--- src/rtl/cbus_pkg.sv ---
package cbus_pkg;
   localparam int NUM_REGS = 4;
   localparam int SEL_W    = 2;
   typedef enum logic [SEL_W-1:0] {
      SRC_A = 2'd0,
      SRC_B = 2'd1,
      SRC_C = 2'd2,
      SRC_D = 2'd3
   } bus_src_e;
   localparam int D_IDX = 3;
endpackage

--- src/rtl/cbus_select.sv ---
module cbus_select #(
   parameter int DATA_W      = 16,
   parameter int NREG        = 4,
   parameter bit USE_DECODER = 1'b1
) (
   input  logic                   clk,
   input  logic                   rst,
   input  logic [1:0]             sel,
   input  logic                   en,
   input  logic [NREG*DATA_W-1:0] regs_flat,
   output logic [DATA_W-1:0]      bus
);
   if (NREG != 4) begin : g_bad_nreg
      $error("cbus_select expects exactly four sources");
   end

   if (USE_DECODER) begin : g_dec
      logic [NREG-1:0] drive_en;
      always_comb begin
         drive_en = '0;
         if (en) drive_en[sel] = 1'b1;
      end
      always_comb begin
         bus = '0;
         for (int k = 0; k < NREG; k++)
            bus = bus | ({DATA_W{drive_en[k]}} & regs_flat[k*DATA_W +: DATA_W]);
      end
      assert_onehot_R1: assert property (@(posedge clk) disable iff (rst)
         en |-> $countones(drive_en) == 1);
      assert_nodrive_R2: assert property (@(posedge clk) disable iff (rst)
         !en |-> drive_en == '0);
   end else begin : g_mux
      for (genvar i = 0; i < DATA_W; i++) begin : g_bit
         logic pick;
         always_comb begin
            case (sel)
               2'd0:    pick = regs_flat[0*DATA_W + i];
               2'd1:    pick = regs_flat[1*DATA_W + i];
               2'd2:    pick = regs_flat[2*DATA_W + i];
               default: pick = regs_flat[3*DATA_W + i];
            endcase
         end
         assign bus[i] = pick & en;
      end
   end
endmodule

--- src/rtl/cbus_reg.sv ---
module cbus_reg #(
   parameter int DATA_W = 16
) (
   input  logic              clk,
   input  logic              rst,
   input  logic              ld_hi,
   input  logic              ld_lo,
   input  logic [DATA_W-1:0] d,
   input  logic              alt_ld,
   input  logic [DATA_W-1:0] alt_d,
   output logic [DATA_W-1:0] q
);
   localparam int HALF = DATA_W / 2;

   if (DATA_W % 2 != 0) begin : g_bad_w
      $error("cbus_reg width must be even");
   end

   always_ff @(posedge clk) begin
      if (rst) begin
         q <= '0;
      end else if (alt_ld) begin
         q <= alt_d;
      end else begin
         if (ld_hi) q[DATA_W-1:HALF] <= d[DATA_W-1:HALF];
         if (ld_lo) q[HALF-1:0]      <= d[HALF-1:0];
      end
   end

   assert_hold_R3: assert property (@(posedge clk) disable iff (rst)
      (!ld_hi && !ld_lo && !alt_ld) |=> $stable(q));
   assert_hi_only_R4: assert property (@(posedge clk) disable iff (rst)
      (ld_hi && !ld_lo && !alt_ld) |=>
         (q[HALF-1:0] == $past(q[HALF-1:0]) && q[DATA_W-1:HALF] == $past(d[DATA_W-1:HALF])));
   assert_lo_only_R4: assert property (@(posedge clk) disable iff (rst)
      (ld_lo && !ld_hi && !alt_ld) |=>
         (q[DATA_W-1:HALF] == $past(q[DATA_W-1:HALF]) && q[HALF-1:0] == $past(d[HALF-1:0])));
endmodule

--- src/rtl/cbus_mem.sv ---
module cbus_mem #(
   parameter int DATA_W = 16,
   parameter int DEPTH  = 16,
   localparam int ADDR_W = $clog2(DEPTH)
) (
   input  logic              clk,
   input  logic              wr_en,
   input  logic [ADDR_W-1:0] addr,
   input  logic [DATA_W-1:0] wdata,
   output logic [DATA_W-1:0] rdata
);
   if (DEPTH < 2 || DEPTH > 1024) begin : g_bad_depth
      $error("cbus_mem depth out of range");
   end

   logic [DATA_W-1:0] words [DEPTH];

   always_ff @(posedge clk) begin
      if (wr_en) words[addr] <= wdata;
   end

   assign rdata = words[addr];

   assert_wr_R8: assert property (@(posedge clk)
      (wr_en && $stable(addr)) |=> rdata == $past(wdata));
endmodule

--- src/rtl/cbus_regfile_sys.sv ---
module cbus_regfile_sys #(
   parameter int DATA_W      = 16,
   parameter int MEM_DEPTH   = 16,
   parameter bit USE_DECODER = 1'b1,
   localparam int NREG   = cbus_pkg::NUM_REGS,
   localparam int ADDR_W = $clog2(MEM_DEPTH)
) (
   input  logic                   clk,
   input  logic                   rst,
   input  logic [1:0]             bus_sel,
   input  logic                   bus_en,
   input  logic [NREG-1:0]        ld_hi,
   input  logic [NREG-1:0]        ld_lo,
   input  logic                   ld_ar,
   input  logic                   mem_rd,
   input  logic                   mem_wr,
   input  logic                   ext_ld,
   input  logic [DATA_W-1:0]      ext_data,
   output logic [DATA_W-1:0]      bus_o,
   output logic [NREG*DATA_W-1:0] regs_o,
   output logic [ADDR_W-1:0]      ar_o
);
   import cbus_pkg::*;

   if (ADDR_W > DATA_W) begin : g_bad_addr
      $error("address wider than the bus");
   end

   logic [DATA_W-1:0] bus;
   logic [DATA_W-1:0] mem_rdata;
   logic              rd_fire;
   logic              wr_fire;
   logic [ADDR_W-1:0] ar_q;

   assign wr_fire = mem_wr && !rst;
   assign rd_fire = mem_rd && !mem_wr;

   cbus_select #(.DATA_W(DATA_W), .NREG(NREG), .USE_DECODER(USE_DECODER)) u_sel (
      .clk(clk), .rst(rst), .sel(bus_sel), .en(bus_en),
      .regs_flat(regs_o), .bus(bus)
   );

   for (genvar k = 0; k < NREG; k++) begin : g_reg
      logic              alt_ld;
      logic [DATA_W-1:0] alt_d;
      if (k == D_IDX) begin : g_data_reg
         assign alt_ld = rd_fire || ext_ld;
         assign alt_d  = rd_fire ? mem_rdata : ext_data;
      end else begin : g_plain
         assign alt_ld = 1'b0;
         assign alt_d  = '0;
      end
      cbus_reg #(.DATA_W(DATA_W)) u_reg (
         .clk(clk), .rst(rst), .ld_hi(ld_hi[k]), .ld_lo(ld_lo[k]),
         .d(bus), .alt_ld(alt_ld), .alt_d(alt_d),
         .q(regs_o[k*DATA_W +: DATA_W])
      );
   end

   always_ff @(posedge clk) begin
      if (rst)        ar_q <= '0;
      else if (ld_ar) ar_q <= bus[ADDR_W-1:0];
   end

   cbus_mem #(.DATA_W(DATA_W), .DEPTH(MEM_DEPTH)) u_mem (
      .clk(clk), .wr_en(wr_fire), .addr(ar_q), .wdata(bus), .rdata(mem_rdata)
   );

   assign bus_o = bus;
   assign ar_o  = ar_q;

   assert_sel_R1: assert property (@(posedge clk) disable iff (rst)
      bus_en |-> bus_o == regs_o[bus_sel*DATA_W +: DATA_W]);
   assert_float_R2: assert property (@(posedge clk) disable iff (rst)
      !bus_en |-> bus_o == '0);
   assert_ar_R6: assert property (@(posedge clk) disable iff (rst)
      ld_ar |=> ar_o == $past(bus_o[ADDR_W-1:0]));
   assert_read_R7: assert property (@(posedge clk) disable iff (rst)
      (mem_rd && !mem_wr) |=> regs_o[D_IDX*DATA_W +: DATA_W] == $past(mem_rdata));
   assert_rdwr_R8: assert property (@(posedge clk) disable iff (rst)
      (mem_rd && mem_wr && !ext_ld && !ld_hi[D_IDX] && !ld_lo[D_IDX]) |=>
         $stable(regs_o[D_IDX*DATA_W +: DATA_W]));
   assert_reset_R9: assert property (@(posedge clk)
      rst |=> (regs_o == '0 && ar_o == '0));
   assert_ext_R10: assert property (@(posedge clk) disable iff (rst)
      (ext_ld && !mem_rd) |=> regs_o[D_IDX*DATA_W +: DATA_W] == $past(ext_data));
endmodule

--- config.mk ---
export PLATFORM = sky130hd
export DESIGN_NAME = cbus_regfile_sys
export DESIGN_NICKNAME = d
export VERILOG_FILES = /design/src/rtl/cbus_pkg.sv /design/src/rtl/cbus_select.sv /design/src/rtl/cbus_reg.sv /design/src/rtl/cbus_mem.sv /design/src/rtl/cbus_regfile_sys.sv
export SDC_FILE = /design/constraint.sdc
export NUM_CORES = 1
export LEC_CHECK = 0
export ABC_AREA = 1
export BUFFER_PORTS_ARGS = -buffer_cell sky130_fd_sc_hd__buf_2
export CAP_MARGIN = 10
export CORE_ASPECT_RATIO = 0.7
export CORE_UTILIZATION = 45
export CTS_CLUSTER_DIAMETER = 50
export DETAILED_ROUTE_END_ITERATION = 10
export HOLD_SLACK_MARGIN = 0.03
export PLACE_DENSITY = 0.74
export SYNTH_ARGS = -nofsm -noshare
export SYNTH_HDL_FRONTEND = slang
export SYNTH_SLANG_ARGS = --single-unit
--- constraint.sdc ---
create_clock -name clk -period 5.29 [get_ports clk]
set_input_delay 1.058 -clock clk [delete_from_list [all_inputs] [get_ports clk]]
set_output_delay 1.058 -clock clk [all_outputs]
set_load 0.02 [all_outputs]
==> impl_metrics.toml <==
[run_status]
status = "finished clean"

[global_route]
grt_usage_pct = 23.48
grt_max_degree = 69
antenna_found_initial = 0
grt_pass1_wl_um = 58190
grt-ovfl-total = 0
grt_pass1_vias = 9992

[floorplanning]
rows = 54
die_h_um = 151.4
pin_count = 117
die_x_um = 215.4
dieArea_mm2 = 0.03262
coreArea_mm2 = 0.03128
start_util_pct = 45.88

[cts]
numCtsBuffers = 31
cts_tree = "yes"
root_buffer = "clkbuf_16"
path_clk_slew_ns = 0.06
cts_max_level = 1
clk_latency_ns = 0.57
clockBufferDepth = 3
cts_setup_buffers = 0
clkSinkCount = 328
cts_resized = 0
ctsHoldBuffers = 0

[routing]
drtPass1Iterations = 7
wl_met1_um = 16680
met2WireLength_um = 17230
viasPerCell = 5.306
drtIter0Drc = 1208
routedWlPerCell_um = 18.55
wl_met3_um = 3735
top_layer = "met4"
ant_nets = 0
wirelength_um = 38620
vias = 11050
drc_errors = 0

[setup_path]
cpMostUsedCell = "nand2_1"
path_max_fanout = 50
rrSetupSlack_ns = 2.90
crit_path_top_delay_cell = "inv_1"
worstPathRequired_ns = 4.23
crit_arrival_ns = 3.11
critPathKind = "input port to output port"
endpoint_kind = "output port"
max_stage_delay_ns = 0.45
path_cells = "buf_2 -> buf_4 -> nand2_1 -> nor2_4 -> nand2_1 -> nand2_1 -> nor2_2 -> inv_1 -> buf_2"
critPathLaunchType = "input port"

[timing]
finalCritPeriodShare_pct = 78.73
post-route-min-period_ns = 4.165
rsz0062_at_grt = "false"
worstMarginPinSlew_ns = 1.241
max-slew-margin-rel_pct = 17.16
finalHoldViolCount = 0
fin_skew_ns = 0.01500
final_max_slew_viol_count = 0
tns_ns = 0
finalSetupViolCount = 0
max_freq_ghz = 0.2401

[place]
port_buffers = 116
dp_hpwl_um = 23660
detailed_place.area_mm2 = 0.01531
routabilityCongestion = 0.8923
dp.cells = 2025

[pwr]
swShare_pct = 24.53
clkPwrFrac_pct = 37.5
power_mw = 5.428
seq_power_share_pct = 53.1
p_leak_nw = 7.251
peakVddDrop_mv = 0.2638
internal-power_mw = 4.097
p_sw_mw = 1.332
p_comb_share_pct = 9.4
power_density_mw_per_mm2 = 334.3

[synthesis]
synth_area_mm2 = 0.01435
ys_warn_count = 0
synthesis.instances = 1539
synth-seq-cells = 328
synth_cell_types = 20
synth_nets = 1572
seq_area_frac_synth_pct = 63.61
synth.avg_cell_area_um2 = 9.325

[final_layout]
seqCellArea_mm2 = 0.009134
drive_above_1_share_pct = 13.18
layout_common_cells = "455 x nand2_1, 256 x edfxtp_1, 202 x inv_1"
final_common_cell = "nand2_1"
finish.net_count = 1672
diodes = 0
fin_cells = 2082
areaGrowthSynthToFinish_pct = 13.16
design_area_mm2 = 0.01624
multi_input_area_mm2 = 0.004048
n_fill_cell = 2708

[hold_path]
worstHoldPathType = "register to register"

[job]
maxCapViolations = 0
==> state kept, by name, summed over array words and instances (netlist names), named ones only <==
signal	count
u_mem.words	256
g.u_reg.q	64
ar_o	4
==> path summary, 6_finish.rpt <==
path                                                        start                           endpoint  depth (start not counted)
worst min-delay path            g_reg[1].u_reg.q[14]$_SDFFE_PP0P_  g_reg[1].u_reg.q[14]$_SDFFE_PP0P_                          2
worst max register to register                           register   g_reg[3].u_reg.q[7]$_SDFFE_PP0P_                          9
worst max-delay path                                       bus_en                           bus_o[9]                          9
worst min register to register  g_reg[1].u_reg.q[14]$_SDFFE_PP0P_  g_reg[1].u_reg.q[14]$_SDFFE_PP0P_                          2
==> critical path, delay by kind of cell <==
family	cells	cell delay (ns)
buffers and inverters	4	1.22
and+or+nand+nor	5	0.81
==> through the flow <==
stage / hold WS [ns] / worst slack [ns] / util, %
floorplan: 0.5861 / 2.210 / -
global placement: 0.5207 / 1.213 / 48.93
detailed placement: 0.5341 / 1.157 / 48.93
CTS: 0.5433 / 1.162 / 51.82
global route: 0.5789 / 0.9815 / 51.91
finish: 0.5477 / 1.125 / 51.91
==> per-layer routing <==
layer  up-vias  global-route usage, %
li1       5220                      -
met1      5240                  33.80
met2       508                  35.76
met3        80                  4.940
met4         0                  7.021
met5         -                      0
==> power by group through the flow <==
stage | clock network (mW) | registers (mW) | logic (mW)
after floorplan | 0 | 2.96 | 0.302
after global placement | 0 | 2.94 | 0.496
final | 2.03 | 2.88 | 0.512
after global routing | 2.15 | 2.89 | 0.565
after detailed placement | 0 | 2.94 | 0.505
after CTS | 2.06 | 2.88 | 0.508
==> cell families (layout without fill, tap and decap cells) <==
| group | Yosys count | after routing | synth area share (%) |
|---|---|---|---|
| AND/OR/NAND/NOR | 770 | 770 | 22.36 |
| flip-flops | 328 | 328 | 63.61 |
| AO/OA/AOI/OAI | 153 | 153 | 5.597 |
| buffers and inverters | 288 | 411 | 8.431 |
==> layout make-up <==
| cell class | count | area share, % |
|---|---|---|
| Clock inverter | 14 | 0.5470 |
| Clock buffer | 42 | 5.031 |
| Sequential cell | 328 | 56.24 |
| Multi-Input combinational cell | 923 | 24.92 |
| Tap cell | 420 | 3.236 |
| Timing Repair Buffer | 150 | 5.270 |
| Inverter | 205 | 4.746 |
==> Yosys cell counts <==
master / count / share of area (%)
inv_2: 3 / 0.078
dfxtp_1: 72 / 10
nand3_1: 145 / 5.1
inv_1: 202 / 5.3
nor2_2: 13 / 0.57
o211ai_1: 15 / 0.78
o21ai_1: 8 / 0.28
nand4_1: 33 / 1.4
buf_6: 8 / 0.63
nor2_1: 120 / 3.1
a21oi_1: 53 / 1.8
clkbuf_1: 35 / 0.92
nand3b_1: 2 / 0.10
o21ai_0: 77 / 2.7
buf_4: 9 / 0.47
nor2_4: 2 / 0.16
edfxtp_1: 256 / 54
nand2_1: 455 / 12
buf_1: 3 / 0.078
buf_2: 28 / 0.98
Note: power is estimated with default switching activity, not from simulation.
